File: src/rtl/stamp_pkg.sv
package stamp_pkg;
  localparam int STAMP_W   = 64;
  localparam int WORD_W    = 32;
  localparam int HI_LOAD_W = WORD_W - 1;
  localparam int PAD_W     = STAMP_W - HI_LOAD_W - WORD_W;

  typedef enum logic [1:0] {
    REG_STAGE_LO = 2'd0,
    REG_STAGE_HI = 2'd1,
    REG_LIVE_LO  = 2'd2,
    REG_LIVE_HI  = 2'd3
  } stamp_reg_e;

  // next count value, wrapping modulo 2^STAMP_W
  function automatic logic [STAMP_W-1:0] stamp_step(input logic [STAMP_W-1:0] v);
    return v + STAMP_W'(1);
  endfunction

  // value installed by a load: top bit(s) forced to zero
  function automatic logic [STAMP_W-1:0] stamp_compose(
    input logic [HI_LOAD_W-1:0] hi,
    input logic [WORD_W-1:0]    lo);
    return {{PAD_W{1'b0}}, hi, lo};
  endfunction
endpackage

File: src/rtl/stamp_tick_src.sv
module stamp_tick_src #(
  parameter bit USE_EXT_TICK = 1'b0,
  parameter int CLKS_PER_US  = 100
) (
  input  logic clk,
  input  logic rst_n,
  input  logic ext_tick_i,
  output logic tick_o
);
  localparam int CW = (CLKS_PER_US > 1) ? $clog2(CLKS_PER_US) : 1;

  generate
    if (USE_EXT_TICK) begin : g_ext
      assign tick_o = ext_tick_i;
    end else begin : g_div
      logic [CW-1:0] div_q;
      logic          unused_ext_tick;
      assign unused_ext_tick = ext_tick_i;
      assign tick_o = (div_q == CW'(CLKS_PER_US - 1));

      always_ff @(posedge clk) begin
        if (!rst_n)      div_q <= '0;
        else if (tick_o) div_q <= '0;
        else             div_q <= div_q + CW'(1);
      end

      // divider never leaves its range
      p_div_range_r3: assert property (@(posedge clk) disable iff (!rst_n)
        (int'(div_q) < CLKS_PER_US));
    end
  endgenerate
endmodule

File: src/rtl/stamp_load_ctrl.sv
module stamp_load_ctrl
  import stamp_pkg::*;
(
  input  logic                 clk,
  input  logic                 rst_n,
  input  logic                 wr_en_i,
  input  logic [1:0]           wr_addr_i,
  input  logic [WORD_W-1:0]    wr_data_i,
  output logic [WORD_W-1:0]    lo_stage_o,
  output logic [HI_LOAD_W-1:0] hi_stage_o,
  output logic                 strobe_o,
  output logic                 load_fire_o,
  output logic [STAMP_W-1:0]   load_value_o
);
  logic [WORD_W-1:0]    lo_q;
  logic [HI_LOAD_W-1:0] hi_q;
  logic                 strobe_q;
  logic                 wr_lo, wr_hi, cmd_bit;

  assign wr_lo   = wr_en_i && (stamp_reg_e'(wr_addr_i) == REG_STAGE_LO);
  assign wr_hi   = wr_en_i && (stamp_reg_e'(wr_addr_i) == REG_STAGE_HI);
  assign cmd_bit = wr_data_i[WORD_W-1];

  // load only on a 0 -> 1 change of the stored command bit
  assign load_fire_o  = wr_hi && cmd_bit && !strobe_q;
  assign load_value_o = stamp_compose(wr_data_i[HI_LOAD_W-1:0], lo_q);

  always_ff @(posedge clk) begin
    if (!rst_n) begin
      lo_q     <= '0;
      hi_q     <= '0;
      strobe_q <= 1'b0;
    end else begin
      if (wr_lo) lo_q <= wr_data_i;
      if (wr_hi) begin
        hi_q     <= wr_data_i[HI_LOAD_W-1:0];
        strobe_q <= cmd_bit;
      end
    end
  end

  assign lo_stage_o = lo_q;
  assign hi_stage_o = hi_q;
  assign strobe_o   = strobe_q;

  // a held command bit never produces back-to-back loads
  p_single_load_r6: assert property (@(posedge clk) disable iff (!rst_n)
    load_fire_o |=> !load_fire_o);
endmodule

File: src/rtl/stamp_core.sv
module stamp_core
  import stamp_pkg::*;
(
  input  logic               clk,
  input  logic               rst_n,
  input  logic               tick_i,
  input  logic               load_i,
  input  logic [STAMP_W-1:0] load_value_i,
  output logic [STAMP_W-1:0] stamp_o
);
  logic [STAMP_W-1:0] cnt_q;

  always_ff @(posedge clk) begin
    if (!rst_n)      cnt_q <= '0;
    else if (load_i) cnt_q <= load_value_i;
    else if (tick_i) cnt_q <= stamp_step(cnt_q);
  end

  assign stamp_o = cnt_q;

  // one step per tick, hold otherwise
  p_step_r2: assert property (@(posedge clk) disable iff (!rst_n)
    (tick_i && !load_i) |=> (stamp_o == $past(stamp_o) + STAMP_W'(1)));
  p_hold_r2: assert property (@(posedge clk) disable iff (!rst_n)
    (!tick_i && !load_i) |=> $stable(stamp_o));
  // load value lands at the load edge, regardless of tick
  p_load_r5: assert property (@(posedge clk) disable iff (!rst_n)
    load_i |=> (stamp_o == $past(load_value_i)));
endmodule

File: src/rtl/stamp_readback.sv
module stamp_readback
  import stamp_pkg::*;
(
  input  logic                 clk,
  input  logic                 rst_n,
  input  logic                 rd_en_i,
  input  logic [1:0]           rd_addr_i,
  input  logic [STAMP_W-1:0]   stamp_i,
  input  logic [WORD_W-1:0]    lo_stage_i,
  input  logic [HI_LOAD_W-1:0] hi_stage_i,
  input  logic                 strobe_i,
  output logic [WORD_W-1:0]    rd_data_o
);
  logic [WORD_W-1:0] rd_q;
  logic [WORD_W-1:0] snap_q;
  logic [WORD_W-1:0] rd_mux;
  logic              live_lo_rd;

  assign live_lo_rd = rd_en_i && (stamp_reg_e'(rd_addr_i) == REG_LIVE_LO);

  always_comb begin
    unique case (stamp_reg_e'(rd_addr_i))
      REG_STAGE_LO: rd_mux = lo_stage_i;
      REG_STAGE_HI: rd_mux = {strobe_i, hi_stage_i};
      REG_LIVE_LO:  rd_mux = stamp_i[WORD_W-1:0];
      REG_LIVE_HI:  rd_mux = snap_q;
      default:      rd_mux = '0;
    endcase
  end

  always_ff @(posedge clk) begin
    if (!rst_n) begin
      rd_q   <= '0;
      snap_q <= '0;
    end else begin
      if (rd_en_i)    rd_q   <= rd_mux;
      if (live_lo_rd) snap_q <= stamp_i[STAMP_W-1:WORD_W];
    end
  end

  assign rd_data_o = rd_q;

  // upper read returns the half captured by the last lower read
  p_snap_r8: assert property (@(posedge clk) disable iff (!rst_n)
    (rd_en_i && stamp_reg_e'(rd_addr_i) == REG_LIVE_HI) |=> (rd_data_o == $past(snap_q)));
  // read data holds without a request
  p_idle_hold_r9: assert property (@(posedge clk) disable iff (!rst_n)
    !rd_en_i |=> $stable(rd_data_o));
endmodule

File: src/rtl/usec_stamp_counter.sv
module usec_stamp_counter
  import stamp_pkg::*;
#(
  parameter bit USE_EXT_TICK = 1'b0,
  parameter int CLKS_PER_US  = 100
) (
  input  logic               clk,
  input  logic               rst_n,
  input  logic               us_tick_i,
  input  logic               wr_en_i,
  input  logic [1:0]         wr_addr_i,
  input  logic [31:0]        wr_data_i,
  input  logic               rd_en_i,
  input  logic [1:0]         rd_addr_i,
  output logic [31:0]        rd_data_o,
  output logic [63:0]        stamp_o
);
  logic                 tick;
  logic                 load_fire;
  logic [STAMP_W-1:0]   load_value;
  logic [WORD_W-1:0]    lo_stage;
  logic [HI_LOAD_W-1:0] hi_stage;
  logic                 strobe;

  stamp_tick_src #(.USE_EXT_TICK(USE_EXT_TICK), .CLKS_PER_US(CLKS_PER_US)) u_tick (
    .clk(clk), .rst_n(rst_n), .ext_tick_i(us_tick_i), .tick_o(tick));

  stamp_load_ctrl u_load (
    .clk(clk), .rst_n(rst_n), .wr_en_i(wr_en_i), .wr_addr_i(wr_addr_i),
    .wr_data_i(wr_data_i), .lo_stage_o(lo_stage), .hi_stage_o(hi_stage),
    .strobe_o(strobe), .load_fire_o(load_fire), .load_value_o(load_value));

  stamp_core u_core (
    .clk(clk), .rst_n(rst_n), .tick_i(tick), .load_i(load_fire),
    .load_value_i(load_value), .stamp_o(stamp_o));

  stamp_readback u_rd (
    .clk(clk), .rst_n(rst_n), .rd_en_i(rd_en_i), .rd_addr_i(rd_addr_i),
    .stamp_i(stamp_o), .lo_stage_i(lo_stage), .hi_stage_i(hi_stage),
    .strobe_i(strobe), .rd_data_o(rd_data_o));

  // a load never sets the top timestamp bit
  p_top_bit_r7: assert property (@(posedge clk) disable iff (!rst_n)
    load_fire |=> !stamp_o[STAMP_W-1]);
endmodule

File: config.mk
export PLATFORM = sky130hd
export DESIGN_NAME = usec_stamp_counter
export DESIGN_NICKNAME = d
export VERILOG_FILES = /design/src/rtl/stamp_pkg.sv /design/src/rtl/stamp_tick_src.sv /design/src/rtl/stamp_load_ctrl.sv /design/src/rtl/stamp_core.sv /design/src/rtl/stamp_readback.sv /design/src/rtl/usec_stamp_counter.sv
export SDC_FILE = /design/constraint.sdc
export NUM_CORES = 1
export LEC_CHECK = 0
export BUFFER_PORTS_ARGS = -buffer_cell sky130_fd_sc_hd__buf_2
export CORE_MARGIN = 4
export CORE_UTILIZATION = 55
export CTS_BUF_LIST = sky130_fd_sc_hd__clkbuf_16
export DETAILED_ROUTE_END_ITERATION = 8
export MAX_ROUTING_LAYER = met4
export PLACE_DENSITY = 0.78
export SLEW_MARGIN = 20
export SYNTH_ARGS = -nofsm -noshare
export SYNTH_HDL_FRONTEND = slang
export SYNTH_SLANG_ARGS = --single-unit
File: constraint.sdc
create_clock -name clk -period 2.8 [get_ports clk]
set_input_delay 0.56 -clock clk [delete_from_list [all_inputs] [get_ports clk]]
set_output_delay 0.56 -clock clk [all_outputs]
set_load 0.005 [all_outputs]
==> impl_results.md, run 1 <==
- Gr usage total: 28.7%
- Syn nets: 1086
- Vias in the first global route: 7800
- ANT nets after route: 0
- RSZ-0062 raised after global routing: false
- Met2 usage: 46.7%
- P per Cell Area: 569 nW/µm²
- Grt total ovfl: 0
- Cts repair resizes: 0
- Fin util: 66.2%
- Clock Sinks: 199
- Final GP Congestion: 0.932
- CTS max path bufs: 2
- Hold_buf cts: 0
- Commonest non-fill, non-tap cell in the layout: nand2_1
- Worst r2r path cells: 6
- Max IR drop VDD: 0.405 mV
- Hold endpoint: u_load.lo_stage_o[18]
- Synth Register Bits: 199
- Routing usage on met3: 4.37%
- # rows: 46
- GR Layer Usage met1: 37.1%
- Finished Layout Cells: 1384
- Root Buffer: clkbuf_16
- Most frequent cells in the layout: nand2_1, dfxtp_1, a21oi_1
- Dpl cells: 1353
- Synth unique cells: 46
- Setup TNS: 0 ps
- Max Cap Viol: 0
- Fillers: 1322
- Top delay family on crit path: simple AND/OR/NAND/NOR gates
- Sequential-to-total area share from yosys stat: 44.3%
- Max Clock Freq: 382 MHz
- Worst slew pin tran: 856 ps
- Slew Viols, Final: 0
- Post-route design area: 10600 µm²
- Setup bufs post-CTS: 0
- Setup Viol. Count Final: 0
- Via count: 8088
- CTS tree: done
- IO Count: 137
- Post-Syn Area: 9000 µm²
- Final net count: 1199
- Min-delay worst type: in -> reg
- Worst Path Max Fanout: 6
- DRT Pass-1 Iters: 5
- H-Tree Level Count: 4
- Crit-path cells: or4b_4 -> or4_1 -> nor3_4 -> nor3b_1 -> xnor2_1 -> a21oi_1
- CTS Buf Count: 17
- Number of diodes: 0
- Crit path buffers/inverters: 0
- Via-to-Cell Ratio: 5.84
- Worst r2r src: u_tick.g_div.div_q[4]
- Worst setup EP type: flop
- Clock-pin slew on the worst setup and hold paths: 70 ps
- Die Y: 136 µm
- WS Path Type: reg -> reg
- Area of the die: 18500 µm²
- Clk_lat worst skew: 440 ps
- Area Overhead vs Synth: 17.3%
- Routed len/inst: 18.2 µm
- Min Tclk post-route: 2620 ps
- Placed Area: 9940 µm²
- Status: finished, final reports clean
- Hold Fails Final Rpt: 0
- CP max stage delay: 730 ps
- Mean post-synth cell area: 8.63 µm²
- Power Total: 6000 µW
- Final WL: 25200 µm
- Die W: 136 µm
- Worst slew margin: 42.9%
- Core region area: 15900 µm²
- EDFF count, synth: 0
- LEAKAGE: 0.00400 µW
- Buffers added on ports: 135
- HP Start: wr_data_i[18]
- Master of the slowest instance on the critical path: or4_1
- DR DRC count: 0
- Initial antenna violation count: 0
- Hold depth: 3
- Post-Synthesis Cells: 1043
- Setup crit start: u_tick.g_div.div_q[4]
- Detailed Route Iter0 Violations: 677
- Post-DP HPWL: 17300 µm
- Post-synth ARST share: 0%
- Initial Utilization: 56.4%
- Final period utilization: 93.5%
- CP Data Required Time: 3110 ps
- Ys flop type: dfxtp_1
- Most Crowded Layer GR: met2
- R2R Path End: u_core.stamp_o[37]
- Clock Skews: 7.29 ps
- CP Launch Type: flop
- Largest net degree at the start of global routing: 127
- WP data arrival: 2920 ps
- Share of cells above drive strength 1: 20.6%
- Syn. warnings: 0
- R2r setup slk: 180 ps
- First-pass GRT wire length: 40800 µm
[cell type report]
type | instances | area (µm²) | share of cell area (%)
Tap cell | 216 | 270 | 2.56
Sequential cell | 199 | 3980 | 37.8
Multi-Input combinational cell | 766 | 4720 | 44.7
Timing Repair Buffer | 166 | 946 | 8.96
Inverter | 6 | 25.0 | 0.237
Clock buffer | 17 | 425 | 4.03
Clock inverter | 14 | 183 | 1.73
[worst max-delay path by stage]
| stage | slack, ps | depth (start not counted) | endpoint |
|---|---|---|---|
| after floorplan | 390 | 6 | u_core.stamp_o[49] |
| after global routing | 30 | 6 | u_core.stamp_o[37] |
| after global placement | 270 | 6 | u_core.stamp_o[37] |
| final | 180 | 6 | u_core.stamp_o[37] |
| after detailed placement | 220 | 5 | u_core.stamp_o[49] |
| after CTS | 210 | 6 | u_core.stamp_o[41] |
[cell families (layout without fill, tap and decap cells)]
family | Yosys count | after routing | synth area share (%)
buffers and inverters | 78 | 203 | 3.35
and+or+nand+nor | 427 | 427 | 22.0
adders and majority gates | 2 | 2 | 0.278
muxes | 64 | 64 | 11.6
xor gates and xnor gates | 65 | 65 | 6.33
DFF | 199 | 199 | 44.3
AOI/OAI and AO/OA | 208 | 208 | 12.2
[tightest hold or removal path, stage by stage]
cell,delay [ps]
buf_2,110
nand2_1,50
a21oi_1,50
[power by group]
part           total [µW]  switching, µW  internal, µW
registers            2990           81.7          2910
logic                 435            255           180
clock network        2580           1100          1480
[per-stage QoR]
| stage | hold slack [ps] | worst slack, ps |
|---|---|---|
| 2_1_floorplan | 413 | 386 |
| 3_3_place_gp | 429 | 269 |
| 3_5_place_dp | 445 | 221 |
| 4_1_cts | 370 | 211 |
| 5_1_grt | 389 | 31.7 |
| 6_report | 380 | 183 |
[routing by layer]
layer	share of wire [%]	vias to the layer above
li1	-	3867
met5	0	-
met1	43	3856
met4	2.0	0
met3	6.8	48
met2	48	317
[cell usage after synthesis (2+ instances only)]
cell      count  area, µm²
a211oi_1     14        105
a21oi_1     139        696
a311oi_1      2       17.5
a31oi_1       2       12.5
and2_1        5       31.3
and3_1       14       87.6
and4_1       10       87.6
buf_1         8       30.0
clkbuf_1     62        233
dfxtp_1     199       3980
ha_1          2       25.0
inv_1         5       18.8
mux2i_1      32        320
mux4_2       32        721
nand2_1     229        860
nand3_1      22        110
nand3b_1      3       22.5
nand4_1      24        150
nor2_1       69        259
nor3_1       15       75.1
nor3b_1       3       22.5
nor4_1       10       62.6
nor4b_2       2       30.0
o21ai_0      48        240
or2_2         3       18.8
or3_1         3       18.8
or4_1         4       30.0
xnor2_1      43        377
xor2_1       22        193
[registers in the layout, summed over array words and instances, names as in the netlist]
signal and cells:
u_core.stamp_o 64, u_rd.rd_data_o 32, u_rd.snap_q 32, u_load.hi_stage_o 31
u_load.lo_stage_o 32, u_load.strobe_o 1, u_tick.g_div.div_q 7
Note: power is estimated with default switching activity, not from simulation.
==> run 2: changes to the inputs <==
--- a/config.mk
+++ b/config.mk
@@ -5,13 +5,13 @@
 export SDC_FILE = /design/constraint.sdc
 export NUM_CORES = 1
 export LEC_CHECK = 0
-export BUFFER_PORTS_ARGS = -buffer_cell sky130_fd_sc_hd__buf_2
 export CORE_MARGIN = 4
 export CORE_UTILIZATION = 55
 export CTS_BUF_LIST = sky130_fd_sc_hd__clkbuf_16
 export DETAILED_ROUTE_END_ITERATION = 8
+export DONT_BUFFER_PORTS = 1
 export MAX_ROUTING_LAYER = met4
-export PLACE_DENSITY = 0.78
+export PLACE_DENSITY = 0.7
 export SLEW_MARGIN = 20
 export SYNTH_ARGS = -nofsm -noshare
 export SYNTH_HDL_FRONTEND = slang
==> run 2 against run 1 <==
Against the previous run: register-to-register slack worse by 40 ps; combinational power down 30%; non-clock buffer count down 131; power down 3.9%; count of clock-buffer cells in the layout unchanged; maximum frequency down 1.4%; largest cell class unchanged; hold slack worse by 140 ps.
==> impl_results.md, run 2 (synthesis gave the netlist of run 1 again) <==
- Crit-path cells: or4b_4 -> or4_1 -> nor3_2 -> nor3b_1 -> xnor2_1 -> a21oi_1
- Most Crowded Layer GR: met2
- Hold endpoint: u_load.hi_stage_o[22]
- CTS Buf Count: 17 (unchanged)
- Detailed Route Iter0 Violations: 589 (-13%)
- LEAKAGE: 0.00334 µW (-17%)
- H-Tree Level Count: 4 (unchanged)
- Gr usage total: 28.3% (-0.46 points)
- Min-delay worst type: in -> reg
- Setup TNS: 0 ps (unchanged)
- Max IR drop VDD: 0.435 mV (+7.3%)
- Core region area: 15900 µm² (unchanged)
- Final GP Congestion: 0.913 (-2.0%)
- Max Clock Freq: 377 MHz (-1.4%)
- Cts repair resizes: 0 (unchanged)
- Master of the slowest instance on the critical path: or4_1
- Clock Skews: 12.1 ps (+4.82 ps)
- Max reg flops: 64 (unchanged)
- Fin util: 61.9% (-4.3 points)
- CTS tree: done
- Die W: 136 µm (unchanged)
- Hold depth: 2 (-1)
- GR Layer Usage met1: 35.4% (-1.7 points)
- Met2 usage: 45.4% (-1.3 points)
- Area Overhead vs Synth: 9.72%
- Fillers: 1415 (+7.0%)
- Setup bufs post-CTS: 0 (unchanged)
- Post-DP HPWL: 16900 µm (-2.7%)
- Final WL: 24900 µm (-1.2%)
- First-pass GRT wire length: 40000 µm (-1.9%)
- Most frequent cells in the layout: nand2_1, dfxtp_1, a21oi_1
- Worst setup EP type: flop
- Root Buffer: clkbuf_16
- Worst Path Max Fanout: 8 (+2)
- Via count: 7562 (-6.5%)
- WP data arrival: 2950 ps (+30 ps)
- Clock Sinks: 199 (unchanged)
- Final period utilization: 94.8% (+1.3 points)
- HP Start: wr_data_i[22]
- CP Launch Type: flop
- RSZ-0062 raised after global routing: false
- Top delay family on crit path: simple AND/OR/NAND/NOR gates
- Share of cells above drive strength 1: 10.6% (-10 points)
- Vias in the first global route: 7425 (-4.8%)
- Area of the die: 18500 µm² (unchanged)
- DR DRC count: 0 (unchanged)
- Clk_lat worst skew: 440 ps (about the same)
- # rows: 46 (unchanged)
- Worst slew margin: 44.5% (+1.6 points)
- Largest net degree at the start of global routing: 127 (unchanged)
- Buffers added on ports: 0 (-100%)
- Worst r2r src: u_tick.g_div.div_q[4]
- ANT nets after route: 0 (unchanged)
- Final net count: 1068 (-11%)
- Worst r2r path cells: 6 (unchanged)
- Crit path buffers/inverters: 0 (unchanged)
- Setup crit start: u_tick.g_div.div_q[4]
- CTS max path bufs: 2 (unchanged)
- Max Cap Viol: 0 (unchanged)
- Status: finished, final reports clean
- Hold Fails Final Rpt: 0 (unchanged)
- Slew Viols, Final: 0 (unchanged)
- Multi-input logic area: 4720 µm² (unchanged)
- Storage cell area: 3980 µm² (unchanged)
- Grt total ovfl: 0 (unchanged)
- Setup Viol. Count Final: 0 (unchanged)
- Initial Utilization: 56.4% (unchanged)
- Routing usage on met3: 7.33% (+3.0 points)
- Commonest non-fill, non-tap cell in the layout: nand2_1
- CP max stage delay: 770 ps (+40 ps)
- R2r setup slk: 150 ps (-40 ps)
- Die Y: 136 µm (unchanged)
- Routed len/inst: 19.9 µm (+9.2%)
- Number of diodes: 0 (unchanged)
- Clock-pin slew on the worst setup and hold paths: 80 ps (about the same)
- Via-to-Cell Ratio: 6.04 (+3.3%)
- P per Cell Area: 585 nW/µm² (+2.8%)
- Initial antenna violation count: 0 (unchanged)
- Critical path depth: 6 (unchanged)
- CP Data Required Time: 3100 ps (about the same)
- IO Count: 137 (unchanged)
- WS Path Type: reg -> reg
- R2R Path End: u_core.stamp_o[23]
- Min Tclk post-route: 2650 ps (+36.9 ps)
- Worst slew pin tran: 832 ps (-24.4 ps)
- Hold_buf cts: 0 (unchanged)
- DRT Pass-1 Iters: 5 (unchanged)
-- run 2: cell types whose count changed in the layout (fill, tap and decap cells not counted) --
cell,delta
clkinv_4,+1
clkinvlp_4,+1
buf_4,+5
bufinv_16,-1
buf_12,-1
buf_2,-135
clkinv_1,-1
inv_6,-1
inv_1,+1
-- run 2: metrics by stage --
step           area, µm²  std cells  worst slack [ps]  power [µW]  hold slack, ps
2_1_floorplan       9000       1043               386        3300             413
3_3_place_gp        9290       1222               188        3350             431
3_5_place_dp        9290       1222               160        3360             444
4_1_cts             9870       1253               140        5800             232
5_1_grt             9870       1253              46.4        5960             242
6_report            9870       1253               146        5770             241
-- run 2: layer usage --
| layer | share of wire (%) | routed length [µm] |
|---|---|---|
| met4 | 1.7 | 433 |
| met1 | 42 | 10500 |
| met5 | 0 | 0 |
| met3 | 8.2 | 2040 |
| met2 | 48 | 12000 |
-- run 2: worst max-delay path by stage --
stage	end	slack (ps)
2_1_floorplan	u_core.stamp_o[49]	390
3_3_place_gp	u_core.stamp_o[37]	190
3_5_place_dp	u_core.stamp_o[23]	160
4_1_cts	u_core.stamp_o[23]	140
5_1_grt	u_core.stamp_o[23]	50
6_report	u_core.stamp_o[23]	150
-- run 2: power breakdown --
part | total [µW] | switching, µW | internal, µW
Combinational | 305 | 168 | 137
Clock | 2480 | 1090 | 1390
Sequential | 2990 | 83.3 | 2910
-- run 2: cell type report --
cell class / instances / area share [%]
timing repair buffer: 35 / 2.92
sequential: 199 / 40.4
multi-input combinational: 766 / 47.8
clock inverter: 14 / 1.62
inverter: 6 / 0.254
tap: 216 / 2.74
clock buffer: 17 / 4.31
